## config.mk

```make
export PLATFORM = sky130hd
export DESIGN_NAME = tip_presenter
export DESIGN_NICKNAME = d
export VERILOG_FILES = /design/src/rtl/tip_pkg.sv /design/src/rtl/tip_prio_scan.sv /design/src/rtl/tip_ipb_ring.sv /design/src/rtl/tip_signal.sv /design/src/rtl/tip_presenter.sv
export SDC_FILE = /design/constraint.sdc
export NUM_CORES = 1
export LEC_CHECK = 0
export ABC_AREA = 1
export ABC_CLOCK_PERIOD_IN_PS = 5300
export BUFFER_PORTS_ARGS = -buffer_cell sky130_fd_sc_hd__buf_2
export CORE_ASPECT_RATIO = 1.5
export CORE_MARGIN = 5
export CORE_UTILIZATION = 51
export CTS_CLUSTER_DIAMETER = 30
export DETAILED_ROUTE_END_ITERATION = 8
export GPL_TIMING_DRIVEN = 0
export HOLD_SLACK_MARGIN = 0.03
export PLACE_DENSITY = 0.81
export RECOVER_POWER = 50
export SYNTH_ARGS = -nofsm -noshare
export SYNTH_HDL_FRONTEND = slang
export SYNTH_SLANG_ARGS = --single-unit
```

## constraint.sdc

```tcl
create_clock -name clk -period 5.3 [get_ports clk]
set_input_delay 1.325 -clock clk [delete_from_list [all_inputs] [get_ports clk]]
set_output_delay 1.325 -clock clk [all_outputs]
set_load 0.02 [all_outputs]
```

## src/rtl/tip_pkg.sv

```systemverilog
`timescale 1ns/1ps
package tip_pkg;
  localparam int PRIO_W = 8;
  localparam logic [PRIO_W-1:0] PRIO_NONE = '1;
  localparam int NSR_W = 8;
  localparam int NSR_PRES = 7;
  localparam int NSR_POOL = 6;
  localparam int NRING = 2;
  localparam int RING_PHYS = 0;
  localparam int RING_POOL = 1;

  // Less favoured of two is the larger number; keep the more favoured one.
  function automatic logic [PRIO_W-1:0] prio_min(input logic [PRIO_W-1:0] a,
                                                 input logic [PRIO_W-1:0] b);
    return (a < b) ? a : b;
  endfunction

  function automatic logic [NSR_W-1:0] nsr_code(input logic pres, input logic from_pool);
    logic [NSR_W-1:0] v;
    v = '0;
    v[NSR_PRES] = pres;
    v[NSR_POOL] = pres & from_pool;
    return v;
  endfunction
endpackage

```

## src/rtl/tip_prio_scan.sv

```systemverilog
`timescale 1ns/1ps
module tip_prio_scan
  import tip_pkg::*;
#(
  parameter int NPRIO = 8
) (
  input  logic [NPRIO-1:0]  bits,
  output logic              found,
  output logic [PRIO_W-1:0] prio
);
  logic [PRIO_W-1:0] chain [NPRIO+1];

  assign chain[NPRIO] = PRIO_NONE;
  for (genvar g = 0; g < NPRIO; g++) begin : g_chain
    assign chain[g] = bits[g] ? PRIO_W'(g) : chain[g+1];
  end

  assign found = |bits;
  assign prio  = chain[0];
endmodule

```

## src/rtl/tip_ipb_ring.sv

```systemverilog
`timescale 1ns/1ps
module tip_ipb_ring #(
  parameter int NPRIO = 8
) (
  input  logic             clk,
  input  logic             rst_n,
  input  logic             clear_all,
  input  logic [NPRIO-1:0] load_mask,
  input  logic [NPRIO-1:0] clr_mask,
  input  logic [NPRIO-1:0] set_mask,
  output logic [NPRIO-1:0] ipb_q,
  output logic [NPRIO-1:0] ipb_nxt
);
  logic [NPRIO-1:0] base;

  always_comb begin
    base    = clear_all ? '0 : ipb_q;
    ipb_nxt = ((base & ~clr_mask) | load_mask) | set_mask;
  end

  always_ff @(posedge clk) begin
    if (!rst_n) ipb_q <= '0;
    else        ipb_q <= ipb_nxt;
  end
endmodule

```

## src/rtl/tip_signal.sv

```systemverilog
`timescale 1ns/1ps
module tip_signal
  import tip_pkg::*;
(
  input  logic              clk,
  input  logic              rst_n,
  input  logic              cppr_load,
  input  logic [PRIO_W-1:0] cppr_val,
  input  logic              take,
  input  logic              phys_found,
  input  logic [PRIO_W-1:0] phys_prio,
  input  logic              pool_found,
  input  logic [PRIO_W-1:0] pool_prio,
  output logic [PRIO_W-1:0] cppr_q,
  output logic [PRIO_W-1:0] pipr_q,
  output logic [NSR_W-1:0]  nsr_q,
  output logic              present_nxt,
  output logic              src_pool_nxt
);
  logic [PRIO_W-1:0] cppr_nxt;
  logic [PRIO_W-1:0] best;
  logic [PRIO_W-1:0] pipr_nxt;
  logic [NSR_W-1:0]  nsr_nxt;

  always_comb begin
    if (cppr_load)  cppr_nxt = cppr_val;
    else if (take)  cppr_nxt = pipr_q;
    else            cppr_nxt = cppr_q;

    if (phys_found && (!pool_found || phys_prio <= pool_prio)) begin
      best = phys_prio;  src_pool_nxt = 1'b0;
    end else if (pool_found) begin
      best = pool_prio;  src_pool_nxt = 1'b1;
    end else begin
      best = PRIO_NONE;  src_pool_nxt = 1'b0;
    end

    present_nxt = best < cppr_nxt;
    pipr_nxt    = prio_min(best, cppr_nxt);
    nsr_nxt     = nsr_code(present_nxt, src_pool_nxt);
  end

  always_ff @(posedge clk) begin
    if (!rst_n) begin
      cppr_q <= PRIO_NONE;
      pipr_q <= PRIO_NONE;
      nsr_q  <= '0;
    end else begin
      cppr_q <= cppr_nxt;
      pipr_q <= pipr_nxt;
      nsr_q  <= nsr_nxt;
    end
  end
endmodule

```

## src/rtl/tip_presenter.sv

```systemverilog
`timescale 1ns/1ps
module tip_presenter
  import tip_pkg::*;
#(
  parameter int NPRIO = 8
) (
  input  logic              clk,
  input  logic              rst_n,
  input  logic              req_valid,
  input  logic              req_pool,
  input  logic [PRIO_W-1:0] req_prio,
  input  logic              cppr_wr,
  input  logic [PRIO_W-1:0] cppr_wdata,
  input  logic              ack,
  output logic [PRIO_W-1:0] ack_prio,
  input  logic              push,
  input  logic [NPRIO-1:0]  push_ipb,
  input  logic              pull,
  output logic [NPRIO-1:0]  phys_ipb,
  output logic [NPRIO-1:0]  pool_ipb,
  output logic              pool_valid,
  output logic [PRIO_W-1:0] cppr,
  output logic [PRIO_W-1:0] pipr,
  output logic [NSR_W-1:0]  nsr,
  output logic              irq
);
  localparam logic [NPRIO-1:0] ONE = {{(NPRIO-1){1'b0}}, 1'b1};

  // Named internal events
  logic presented, take, do_cppr, do_push, do_pull, req_ok;
  logic pool_valid_q, pool_valid_nxt;
  logic present_nxt, src_pool_nxt;
  logic [NPRIO-1:0] req_mask, ack_mask;
  logic [NRING-1:0] ring_live, found;
  logic [NPRIO-1:0] set_m [NRING];
  logic [NPRIO-1:0] clr_m [NRING];
  logic [NPRIO-1:0] load_m [NRING];
  logic [NPRIO-1:0] ipb_q [NRING];
  logic [NPRIO-1:0] ipb_nxt [NRING];
  logic [NPRIO-1:0] vis [NRING];
  logic [PRIO_W-1:0] scan_prio [NRING];
  logic [NRING-1:0] wipe;
  logic [PRIO_W-1:0] cppr_q, pipr_q;
  logic [NSR_W-1:0]  nsr_q;

  assign presented = nsr_q[NSR_PRES];
  assign take      = ack & presented;
  assign do_cppr   = cppr_wr & ~ack;
  assign do_push   = push & ~ack & ~cppr_wr & ~pool_valid_q;
  assign do_pull   = pull & ~ack & ~cppr_wr & ~push & pool_valid_q;
  assign req_ok    = req_valid & (req_prio < PRIO_W'(NPRIO));
  assign req_mask  = req_ok ? (ONE << req_prio) : '0;
  assign ack_mask  = take ? (ONE << pipr_q) : '0;

  always_comb begin
    if (do_push)      pool_valid_nxt = 1'b1;
    else if (do_pull) pool_valid_nxt = 1'b0;
    else              pool_valid_nxt = pool_valid_q;
  end

  always_ff @(posedge clk) begin
    if (!rst_n) pool_valid_q <= 1'b0;
    else        pool_valid_q <= pool_valid_nxt;
  end

  assign ring_live[RING_PHYS] = 1'b1;
  assign ring_live[RING_POOL] = pool_valid_nxt;

  for (genvar r = 0; r < NRING; r++) begin : g_ring
    localparam bit IS_POOL = (r == RING_POOL);
    assign set_m[r]  = (req_pool == IS_POOL) ? req_mask : '0;
    assign clr_m[r]  = (nsr_q[NSR_POOL] == IS_POOL) ? ack_mask : '0;
    assign load_m[r] = (IS_POOL && do_push) ? push_ipb : '0;
    assign wipe[r]   = IS_POOL && do_pull;

    tip_ipb_ring #(.NPRIO(NPRIO)) u_ring (
      .clk       (clk),
      .rst_n     (rst_n),
      .clear_all (wipe[r]),
      .load_mask (load_m[r]),
      .clr_mask  (clr_m[r]),
      .set_mask  (set_m[r]),
      .ipb_q     (ipb_q[r]),
      .ipb_nxt   (ipb_nxt[r])
    );

    assign vis[r] = ipb_nxt[r] & {NPRIO{ring_live[r]}};

    tip_prio_scan #(.NPRIO(NPRIO)) u_scan (
      .bits  (vis[r]),
      .found (found[r]),
      .prio  (scan_prio[r])
    );
  end

  tip_signal u_sig (
    .clk          (clk),
    .rst_n        (rst_n),
    .cppr_load    (do_cppr),
    .cppr_val     (cppr_wdata),
    .take         (take),
    .phys_found   (found[RING_PHYS]),
    .phys_prio    (scan_prio[RING_PHYS]),
    .pool_found   (found[RING_POOL]),
    .pool_prio    (scan_prio[RING_POOL]),
    .cppr_q       (cppr_q),
    .pipr_q       (pipr_q),
    .nsr_q        (nsr_q),
    .present_nxt  (present_nxt),
    .src_pool_nxt (src_pool_nxt)
  );

  assign ack_prio   = presented ? pipr_q : PRIO_NONE;
  assign phys_ipb   = ipb_q[RING_PHYS];
  assign pool_ipb   = ipb_q[RING_POOL];
  assign pool_valid = pool_valid_q;
  assign cppr       = cppr_q;
  assign pipr       = pipr_q;
  assign nsr        = nsr_q;
  assign irq        = nsr_q[NSR_PRES];
endmodule

```

==> results.py <==
metrics = {
    "sta": {
        "clock.fmax_mhz": 215,
        "period_share_pct": 87.8,
        "slew_headroom_pct": 22.4,
        "period_minus_slack_ns": 4.65,
        "setup_viol": 0,
        "setup_tns_ns": 0,
        "worstMarginPinSlew_ns": 1.16,
        "clock_skew_ns": 0.00735,
        "rsz0062_at_grt": "no",
        "drv_slew": 0,
        "worst_slack_ns": 0.646,
        "hold_viol": 0,
        "holdWs_ns": 0.490,
    },
    "critical_path": {
        "cp_max_fo": 10,
        "slowest_delay_ns": 0.36,
        "slowest_stage": "nor2_1",
        "arrival_ns": 4.81,
        "worstSetupStartpointType": "input port",
        "crit_path_end_kind": "flop",
        "path_class": "input port to flop",
        "critPathRequiredTime_ns": 5.46,
        "cpMostUsedCell": "nand2_1",
    },
    "drt": {
        "first_pass_iters": 4,
        "avgViaCountPerCell": 5.06,
        "via_count": 2650,
        "finalWirelength_mm": 6.96,
        "drt_iter0_drc": 186,
        "wl_per_cell_um": 13.3,
        "antenna_left": 0,
        "drc": 0,
    },
    "cells_and_area": {
        "layout-drive-gt1-share_pct": 20.4,
        "antenna_cells": 0,
        "layout_commonest_cell": "nand2_1",
        "fin_nets": 502,
        "area_delta_synth_final_pct": 22.7,
        "fin_cells": 524,
        "fill_cells": 475,
        "multi_input_area_um2": 1430,
        "final_cell_mix": "nand2_1, inv_1, nand3_1, buf_2, clkbuf_1",
        "seq_area_um2": 701,
    },
    "yosys": {
        "synth_top_area_share_pct": 28.8,
        "ys_seq_elements": 35,
        "yosys.area.top_type": "dfxtp_1",
        "synth_warnings": 0,
        "syn-cell-area_um2": 2430,
        "avgSynthCellArea_um2": 6.50,
        "synth.area.top_cells": "dfxtp_1, nand2_1, nand3_1",
        "ys_seq_area_share_pct": 28.8,
        "synth_cells": 374,
        "synth_cell_types": 33,
    },
    "floorplan": {
        "initial_core_util_pct": 53.1,
        "die_x_um": 66.4,
        "core_area_um2": 4580,
        "core.rowCount": 30,
        "dieArea_um2": 6270,
        "ios": 82,
        "dieHeight_um": 94.5,
    },
    "grt": {
        "gr-total-overflow": 0,
        "grtUsageTotal_pct": 22.8,
        "antenna_found_initial": 0,
        "grt_max_degree": 12,
        "grt_pass1_wl_mm": 11.2,
        "grt_pass1_vias": 2526,
    },
    "cts": {
        "cts_max_level": 2,
        "root_buffer": "clkbuf_8",
        "postCtsSetupBuffers": 0,
        "cts_buffer_depth": 2,
        "cts_sinks": 35,
        "ctsHoldBuffers": 0,
        "numCtsBuffers": 5,
        "cts_tree": "done",
        "clk_latency_ns": 0.29,
        "path_clk_slew_ns": 0.07,
        "cts-resized-gates": 0,
    },
    "pwr": {
        "p_per_area_nw_per_um2": 379,
        "vdd_drop_max_v": 0.000263,
        "power_mw": 1.13,
        "leakagePower_nw": 1.56,
    },
    "outcome": {
        "outcome": "finished clean",
    },
    "place": {
        "place_inst": 516,
        "place_ws_ns": 0.381,
        "gp_congestion": 0.944,
        "io_buffers": 73,
        "place_hpwl_mm": 5.55,
    },
    "job": {
        "maxCapViolations": 0,
    },
    "hold_path": {
        "holdCritPathClass": "flop to flop",
    },
}
[flip-flops by register name (all words and copies together) (netlist names)]
name	flops
g_ring.u_ring.ipb_q	16
u_sig.cppr_q	8
u_sig.pipr_q	8
u_sig.nsr_q	2
pool_valid	1
[cell families after synthesis]
family / synth area share, %
adders and majority gates: 5.66
AOI/OAI and AO/OA: 9.27
buffers and inverters: 13.0
other: 0.154
DFF: 28.8
and+or+nand+nor: 43.1
[per-layer routing]
layer  wire [um]  GRT usage [%]  up-vias
met2        3750           41.3      104
met5           0              0        -
met4         148           12.0        0
met3         444           4.29       13
met1        2630           24.3     1171
li1            -              -     1362
[stage by stage]
stage / util [%] / instance area [um2]
floorplan: - / 2450
CTS: 66.1 / 3030
finish: 65.1 / 2980
detailed placement: 63.2 / 2890
global route: 65.1 / 2980
global placement: 63.2 / 2890
[synthesized netlist by cell type, drive strengths merged]
cell type	number
a211oi	1
a21oi	9
a31oi	13
a32oi	1
buf	13
clkbuf	2
clkinv	3
conb	1
dfxtp	35
ha	11
inv	54
nand2	112
nand3	47
nand3b	1
nand4	11
nor2	41
nor3	3
o21ai	15
or2	1
[report_power, final]
group	internal [mW]	leakage [nW]	total (mW)	switching [mW]
Sequential	0.309	0.287	0.347	0.0373
Combinational	0.156	1.21	0.493	0.338
Clock	0.188	0.0654	0.290	0.102
[worst max-delay path, delay by kind of cell]
| family | cells | cell delay [ns] |
|---|---|---|
| AND/OR/NAND/NOR | 20 | 2.03 |
| adder cells (fa/ha/maj) | 2 | 0.45 |
| AO/OA/AOI/OAI | 4 | 0.71 |
| buffers and inverters | 4 | 0.27 |
[final timing paths]
check / endpoint / slack, ns / startpoint / cells after the start
setup / recovery: u_sig.pipr_q[0]$_SDFF_PN1_ / 0.65 / req_prio[5] / 30
hold / removal: g_ring[0].u_ring.ipb_q[6]$_SDFF_PN0_ / 0.49 / g_ring[0].u_ring.ipb_q[6]$_SDFF_PN0_ / 2
setup reg to reg: u_sig.pipr_q[4]$_SDFF_PN1_ / 1.30 / u_sig.pipr_q[7]$_SDFF_PN1_ / 17
hold reg to reg: g_ring[0].u_ring.ipb_q[6]$_SDFF_PN0_ / 0.49 / g_ring[0].u_ring.ipb_q[6]$_SDFF_PN0_ / 2
[final cells by class]
class / instances / share of cell area (%)
Sequential cell: 35 / 23.5
Tap cell: 64 / 2.69
Multi-Input combinational cell: 272 / 48.0
Timing Repair Buffer: 73 / 10.9
Buffer: 15 / 3.27
Clock inverter: 2 / 2.02
Inverter: 57 / 7.18
Clock buffer: 6 / 2.43
Note: power is estimated with default switching activity, not from simulation.
